<file path="config.mk">
export PLATFORM = sky130hd
export DESIGN_NAME = hazard_fetch_arbiter
export DESIGN_NICKNAME = d
export VERILOG_FILES = /design/src/rtl/hfa_pkg.sv /design/src/rtl/hfa_prio_pick.sv /design/src/rtl/hfa_stale_check.sv /design/src/rtl/hfa_out_slot.sv /design/src/rtl/hazard_fetch_arbiter.sv
export SDC_FILE = /design/constraint.sdc
export NUM_CORES = 1
export LEC_CHECK = 0
export BUFFER_PORTS_ARGS = -buffer_cell sky130_fd_sc_hd__buf_4
export CAP_MARGIN = 10
export CORE_ASPECT_RATIO = 1.4
export CORE_MARGIN = 2
export CORE_UTILIZATION = 43
export DETAILED_ROUTE_END_ITERATION = 16
export PLACE_DENSITY_LB_ADDON = 0.12
export SYNTH_ARGS = -nofsm -noshare
export SYNTH_HDL_FRONTEND = slang
export SYNTH_HIERARCHICAL = 1
export SYNTH_SLANG_ARGS = --single-unit
</file>
<file path="constraint.sdc">
create_clock -name clk_i -period 2.5 [get_ports clk_i]
set_clock_uncertainty 0.2 [all_clocks]
set_input_delay 0.5 -clock clk_i [delete_from_list [all_inputs] [get_ports clk_i]]
set_output_delay 0.5 -clock clk_i [all_outputs]
set_load 0.02 [all_outputs]
</file>
<file path="src/rtl/hfa_pkg.sv">
package hfa_pkg;
  localparam int DEF_STAGES = 4;
  localparam int DEF_ADDR_W = 32;

  typedef enum logic [1:0] {
    SRC_NONE  = 2'd0,
    SRC_PC    = 2'd1,
    SRC_REDIR = 2'd2
  } src_e;
endpackage

</file>
<file path="src/rtl/hfa_prio_pick.sv">
module hfa_prio_pick #(
  parameter int N  = 4,
  localparam int IW = (N > 1) ? $clog2(N) : 1
) (
  input  logic          clk_i,
  input  logic          rst_ni,
  input  logic [N-1:0]  req_i,
  output logic          any_o,
  output logic [IW-1:0] idx_o
);
  // highest index wins: deeper stage
  always_comb begin
    idx_o = '0;
    for (int i = 0; i < N; i++) begin
      if (req_i[i]) idx_o = IW'(i);
    end
  end

  assign any_o = |req_i;

  // chosen lane is valid and nothing deeper is valid
  p_deepest_pick_r6: assert property (@(posedge clk_i) disable iff (!rst_ni)
    any_o |-> ((req_i >> idx_o) == N'(1)));
endmodule

</file>
<file path="src/rtl/hfa_stale_check.sv">
module hfa_stale_check #(
  parameter int N = 4
) (
  input  logic [N-1:0]   master_i,
  input  logic [N*N-1:0] colour_i,
  output logic [N-1:0]   fresh_o
);
  for (genvar k = 0; k < N; k++) begin : g_lane
    // only bits deeper than k take part
    localparam logic [N-1:0] DEEPER = {N{1'b1}} << (k + 1);
    assign fresh_o[k] = ((colour_i[k*N +: N] ^ master_i) & DEEPER) == '0;
  end
endmodule

</file>
<file path="src/rtl/hfa_out_slot.sv">
module hfa_out_slot #(
  parameter int N      = 4,
  parameter int ADDR_W = 32
) (
  input  logic              clk_i,
  input  logic              rst_ni,
  input  logic              load_i,
  input  logic [ADDR_W-1:0] addr_i,
  input  logic [N-1:0]      colour_i,
  output logic              free_o,
  output logic              valid_o,
  input  logic              ready_i,
  output logic [ADDR_W-1:0] addr_o,
  output logic [N-1:0]      colour_o
);
  assign free_o = !valid_o || ready_i;

  always_ff @(posedge clk_i or negedge rst_ni) begin
    if (!rst_ni) begin
      valid_o  <= 1'b0;
      addr_o   <= '0;
      colour_o <= '0;
    end else if (free_o) begin
      valid_o <= load_i;
      if (load_i) begin
        addr_o   <= addr_i;
        colour_o <= colour_i;
      end
    end
  end

  p_hold_stalled_r3: assert property (@(posedge clk_i) disable iff (!rst_ni)
    (valid_o && !ready_i) |=> (valid_o && $stable(addr_o) && $stable(colour_o)));
endmodule

</file>
<file path="src/rtl/hazard_fetch_arbiter.sv">
module hazard_fetch_arbiter
  import hfa_pkg::*;
#(
  parameter int NUM_STAGES = DEF_STAGES,
  parameter int ADDR_W     = DEF_ADDR_W,
  localparam int IW        = (NUM_STAGES > 1) ? $clog2(NUM_STAGES) : 1
) (
  input  logic                           clk_i,
  input  logic                           rst_ni,
  input  logic                           pc_valid_i,
  output logic                           pc_ready_o,
  input  logic [ADDR_W-1:0]              pc_addr_i,
  input  logic [NUM_STAGES-1:0]          rd_valid_i,
  output logic [NUM_STAGES-1:0]          rd_ready_o,
  input  logic [NUM_STAGES*ADDR_W-1:0]   rd_addr_i,
  input  logic [NUM_STAGES*NUM_STAGES-1:0] rd_colour_i,
  output logic                           mem_valid_o,
  input  logic                           mem_ready_i,
  output logic [ADDR_W-1:0]              mem_addr_o,
  output logic [NUM_STAGES-1:0]          mem_colour_o
);
  localparam int N = NUM_STAGES;

  logic [N-1:0]      colour_q;
  logic [N-1:0]      fresh;
  logic              rd_any, win_fresh, out_free;
  logic              accept, reject, pc_fire;
  logic [IW-1:0]     win;
  logic [ADDR_W-1:0] ld_addr;
  logic [N-1:0]      ld_colour;
  src_e              src;

  hfa_prio_pick #(.N(N)) u_pick (
    .clk_i (clk_i),
    .rst_ni(rst_ni),
    .req_i (rd_valid_i),
    .any_o (rd_any),
    .idx_o (win)
  );

  hfa_stale_check #(.N(N)) u_check (
    .master_i(colour_q),
    .colour_i(rd_colour_i),
    .fresh_o (fresh)
  );

  assign win_fresh = fresh[win];
  assign accept    = rd_any && win_fresh && out_free;
  assign reject    = rd_any && !win_fresh;   // acked without waiting
  assign pc_ready_o = out_free && !rd_any;
  assign pc_fire   = pc_valid_i && pc_ready_o;

  for (genvar i = 0; i < N; i++) begin : g_ack
    assign rd_ready_o[i] = rd_valid_i[i] &&
                           (((IW'(i) == win) && (accept || reject)) ||
                            ((IW'(i) <  win) && accept));
  end

  always_comb begin
    src = SRC_NONE;
    if (accept)       src = SRC_REDIR;
    else if (pc_fire) src = SRC_PC;
  end

  always_comb begin
    ld_addr   = pc_addr_i;
    ld_colour = colour_q;
    if (src == SRC_REDIR) begin
      ld_addr   = rd_addr_i[win*ADDR_W +: ADDR_W];
      ld_colour = rd_colour_i[win*N +: N];
    end
  end

  always_ff @(posedge clk_i or negedge rst_ni) begin
    if (!rst_ni)     colour_q <= '0;
    else if (accept) colour_q <= rd_colour_i[win*N +: N];
  end

  hfa_out_slot #(.N(N), .ADDR_W(ADDR_W)) u_out (
    .clk_i   (clk_i),
    .rst_ni  (rst_ni),
    .load_i  (src != SRC_NONE),
    .addr_i  (ld_addr),
    .colour_i(ld_colour),
    .free_o  (out_free),
    .valid_o (mem_valid_o),
    .ready_i (mem_ready_i),
    .addr_o  (mem_addr_o),
    .colour_o(mem_colour_o)
  );

  p_pc_held_r7: assert property (@(posedge clk_i) disable iff (!rst_ni)
    rd_any |-> !pc_ready_o);

  p_stale_acked_r5: assert property (@(posedge clk_i) disable iff (!rst_ni)
    reject |-> (rd_ready_o[win] && (rd_ready_o & ~rd_valid_i) == '0));

  p_stale_keeps_colour_r5: assert property (@(posedge clk_i) disable iff (!rst_ni)
    reject |=> $stable(colour_q));

  p_accept_tag_r4: assert property (@(posedge clk_i) disable iff (!rst_ni)
    accept |=> (mem_valid_o && mem_colour_o == colour_q));

  p_pc_tag_r10: assert property (@(posedge clk_i) disable iff (!rst_ni)
    pc_fire |=> (mem_valid_o && mem_colour_o == colour_q));
endmodule

</file>
==> impl_metrics.tcl <==
set metrics [dict create \
    crit_slowest_cell "mux2_4" \
    antenna_found_initial 0 \
    rows 38 \
    ant_nets 0 \
    layout.nets 640 \
    p_int_w 0.00302 \
    met2_length_um 6170 \
    p_clk_share_pct 9.1 \
    slew_headroom_pct 65.4 \
    yosysSeqAreaShare_pct 30.2 \
    synth_top_area_share_pct 30.9 \
    remaining_drc_errors 0 \
    syn-num-nets 397 \
    crit_top_cell "buf_4" \
    start_util_pct 44.1 \
    cts_tree "yes" \
    switching_share_pct 36.0 \
    fmax_mhz 386 \
    critPathMaxFanout 13 \
    worst_pin_slew_ns 0.519 \
    slowest_delay_ns 0.31 \
    required_ns 2.49 \
    peakVddDrop_mv 0.481 \
    topRoutingLayerUsed "met4" \
    fin_crit_sh_pct 104 \
    power.density_nw_per_um2 845 \
    critPathBufInv 6 \
    grt_pass1_vias 3156 \
    syn-instance-count 213 \
    via_per_inst 5.16 \
    yosysWarnings 6 \
    ys_ff_latch 41 \
    place_congestion 0.914 \
    finalSetupViolCount 39 \
    pwr-share-comb_pct 64.4 \
    grt_max_degree 44 \
    htree_levels 2 \
    crit_chain "buf_4 -> buf_4 -> inv_1 -> a21o_4 -> mux2i_1 -> nor2_2 -> buf_4 -> a32oi_4 -> buf_12 -> buf_16 -> mux2_4 -> mux2_4" \
    met1_length_um 3710 \
    period_minus_slack_ns 2.59 \
    synthTopCellsByArea "mux2_4, dfrtp_1, mux4_2, buf_6, mux2_2" \
    drt_iter0_drc 85 \
    final_area_um2 5590 \
    die_area_um2 8640 \
    power_frac_seq_pct 26.5 \
    clk_pin_slew_ns 0.08 \
    drt_wl_total_um 10800 \
    postSynthAreaPerCell_um2 16.0 \
    diodes 0 \
    outcome "finished with violations" \
    setup_tns_ns -2.89 \
    cts_sinks 41 \
    cts_root_buf "clkbuf_8" \
    p_leak_nw 2.87 \
    synth_top_cell_by_area "mux2_4" \
    switching_power_w 0.00170 \
    hold_viol_final 0 \
    grt.total_usage_pct 24.3 \
    violations "setup timing" \
    start_kind "input pin" \
    hpwl_um 8360 \
    crit_type "in2reg" \
    cts.path.max_buffers 2 \
    numCtsBuffers 5 \
    wl_per_cell_um 19.4 \
    end_kind "register" \
    synthesis.area_um2 3400 \
    post_dp_cell_area_um2 5270 \
    arrival_ns 2.58 \
    firstDrtPassIters 4 \
    final_common_cell "buf_4" \
    finalMaxSlewViolations 0 \
    max_cap_viol_count 0 \
    die_height_um 109 \
    drive_gt1_share_pct 85.8 \
    clock_latency_ns 0.30 \
    die_x_um 79.1 \
    io_pins 226 \
    hp-class "reg2reg" \
    layout_common_cells "buf_4, mux2_4, dfrtp_1" \
    timing.hold.ws_ns 0.315 \
    post-route-util_pct 72.5 \
    area_growth_pct 64.3 \
    rsz0062_at_grt "true" \
    synth.distinct_cells 34 \
    grt-ovfl-total 0 \
    core_um2 7700 \
    critPathTopFamily "multiplexers" \
    num_vias 2874 \
    grt_first_pass_wirelength_um 16000 \
    final.setup.worst_slack_ns -0.0902 \
    dr_wl_met3_um 689 \
    total_power_w 0.00472 \
    port_buffers 225 \
]
-- cells by family after synthesis --
| family | count (synthesis) | synth area share (%) |
|---|---|---|
| compound gates | 10 | 2.36 |
| xor+xnor | 6 | 1.55 |
| buf+inv | 21 | 4.38 |
| flops | 41 | 30.2 |
| mux | 115 | 58.0 |
| other cells | 1 | 0.110 |
| simple gates | 19 | 3.39 |
-- worst register-to-register path: cells and delay by family (launching register included) --
family	cells	cell delay, ns
compound gates	1	0.19
mux	3	0.80
flops	1	0.43
buf+inv	3	0.49
xor+xnor	1	0.20
simple gates	2	0.17
-- sequential cells by signal (all words and copies together), names as in the netlist --
| register | flops |
|---|---|
| u_out/addr_o | 32 |
| colour_q | 4 |
| u_out/colour_o | 4 |
| u_out/valid_o | 1 |
-- power by group through the flow --
stage / clock network (W) / logic [W] / registers (W)
3_3_place_gp: 0 / 0.00278 / 0.00124
5_1_grt: 0.000475 / 0.00320 / 0.00129
6_report: 0.000431 / 0.00304 / 0.00125
3_5_place_dp: 0 / 0.00283 / 0.00125
2_1_floorplan: 0 / 0.00143 / 0.00158
4_1_cts: 0.000442 / 0.00298 / 0.00125
-- metrics by stage --
stage,setup slack [ns],cells
after floorplan,-0.116,213
after global routing,-0.184,557
after detailed placement,-0.417,540
final,-0.0902,557
after global placement,-0.374,540
after CTS,-0.0275,554
-- final timing paths --
| check | from | end | slack (ns) | depth (start not counted) |
|---|---|---|---|---|
| min in group asynchronous | rst_ni | u_out/addr_o[8]$_DFFE_PN0P_ | 0.51 | 2 |
| max reg2reg | colour_q[2]$_DFFE_PN0P_ | u_out/addr_o[18]$_DFFE_PN0P_ | -0.08 | 10 |
| min | u_out/addr_o[17]$_DFFE_PN0P_ | u_out/addr_o[17]$_DFFE_PN0P_ | 0.32 | 1 |
| max in group asynchronous | rst_ni | colour_q[3]$_DFFE_PN0P_ | 1.20 | 2 |
| max | rd_valid_i[2] | u_out/addr_o[18]$_DFFE_PN0P_ | -0.09 | 12 |
| min reg2reg | u_out/addr_o[17]$_DFFE_PN0P_ | u_out/addr_o[17]$_DFFE_PN0P_ | 0.32 | 1 |
-- cell usage after synthesis --
cell type   n
inv_1       3
nand2b_4    1
buf_2       5
conb_1      1
nand2_4     1
a211o_1     1
a32oi_4     1
nand2b_1    1
o22ai_1     1
buf_4       1
nor2_1      4
a21o_1      1
or2_1       1
nand3_1     1
buf_6       8
nor2_2      1
mux2_4     70
and3_1      1
a21oi_1     5
mux2i_4     1
xnor2_1     1
and2_1      1
o21ai_0     1
nor3_1      1
xor2_1      5
or3_1       1
mux4_2     36
nor3_2      1
clkbuf_1    4
dfrtp_1    41
mux2_2      7
nand2_1     3
mux2i_1     1
nor2b_1     1
-- layout make-up --
cell class              count  area (µm²)
clock inverters             3        17.5
multi-input cells         151        2290
repair buffers            254        2050
clock buffers               5        68.8
inverters                   3        11.3
flip-flops and latches     41        1030
fillers                   561        2120
well taps                 100         125
-- per-layer routing --
layer / track usage, % / up-vias
met4: 8.62 / 0
li1: - / 1318
met3: 5.30 / 17
met5: 0 / -
met1: 26.4 / 1412
met2: 45.9 / 127
-- what timing repair did --
action | 4_1_cts | 5_1_grt
endpoints found under the hold margin | 41 | 0
setup endpoints to repair | 40 | 42
hold buffers | 1 | 0
gates cloned | 1 | 1
resized for setup | 19 | 6
setup buffers | 4 | 2
pin swaps | 7 | 2
(Power assumes the default switching activity.)
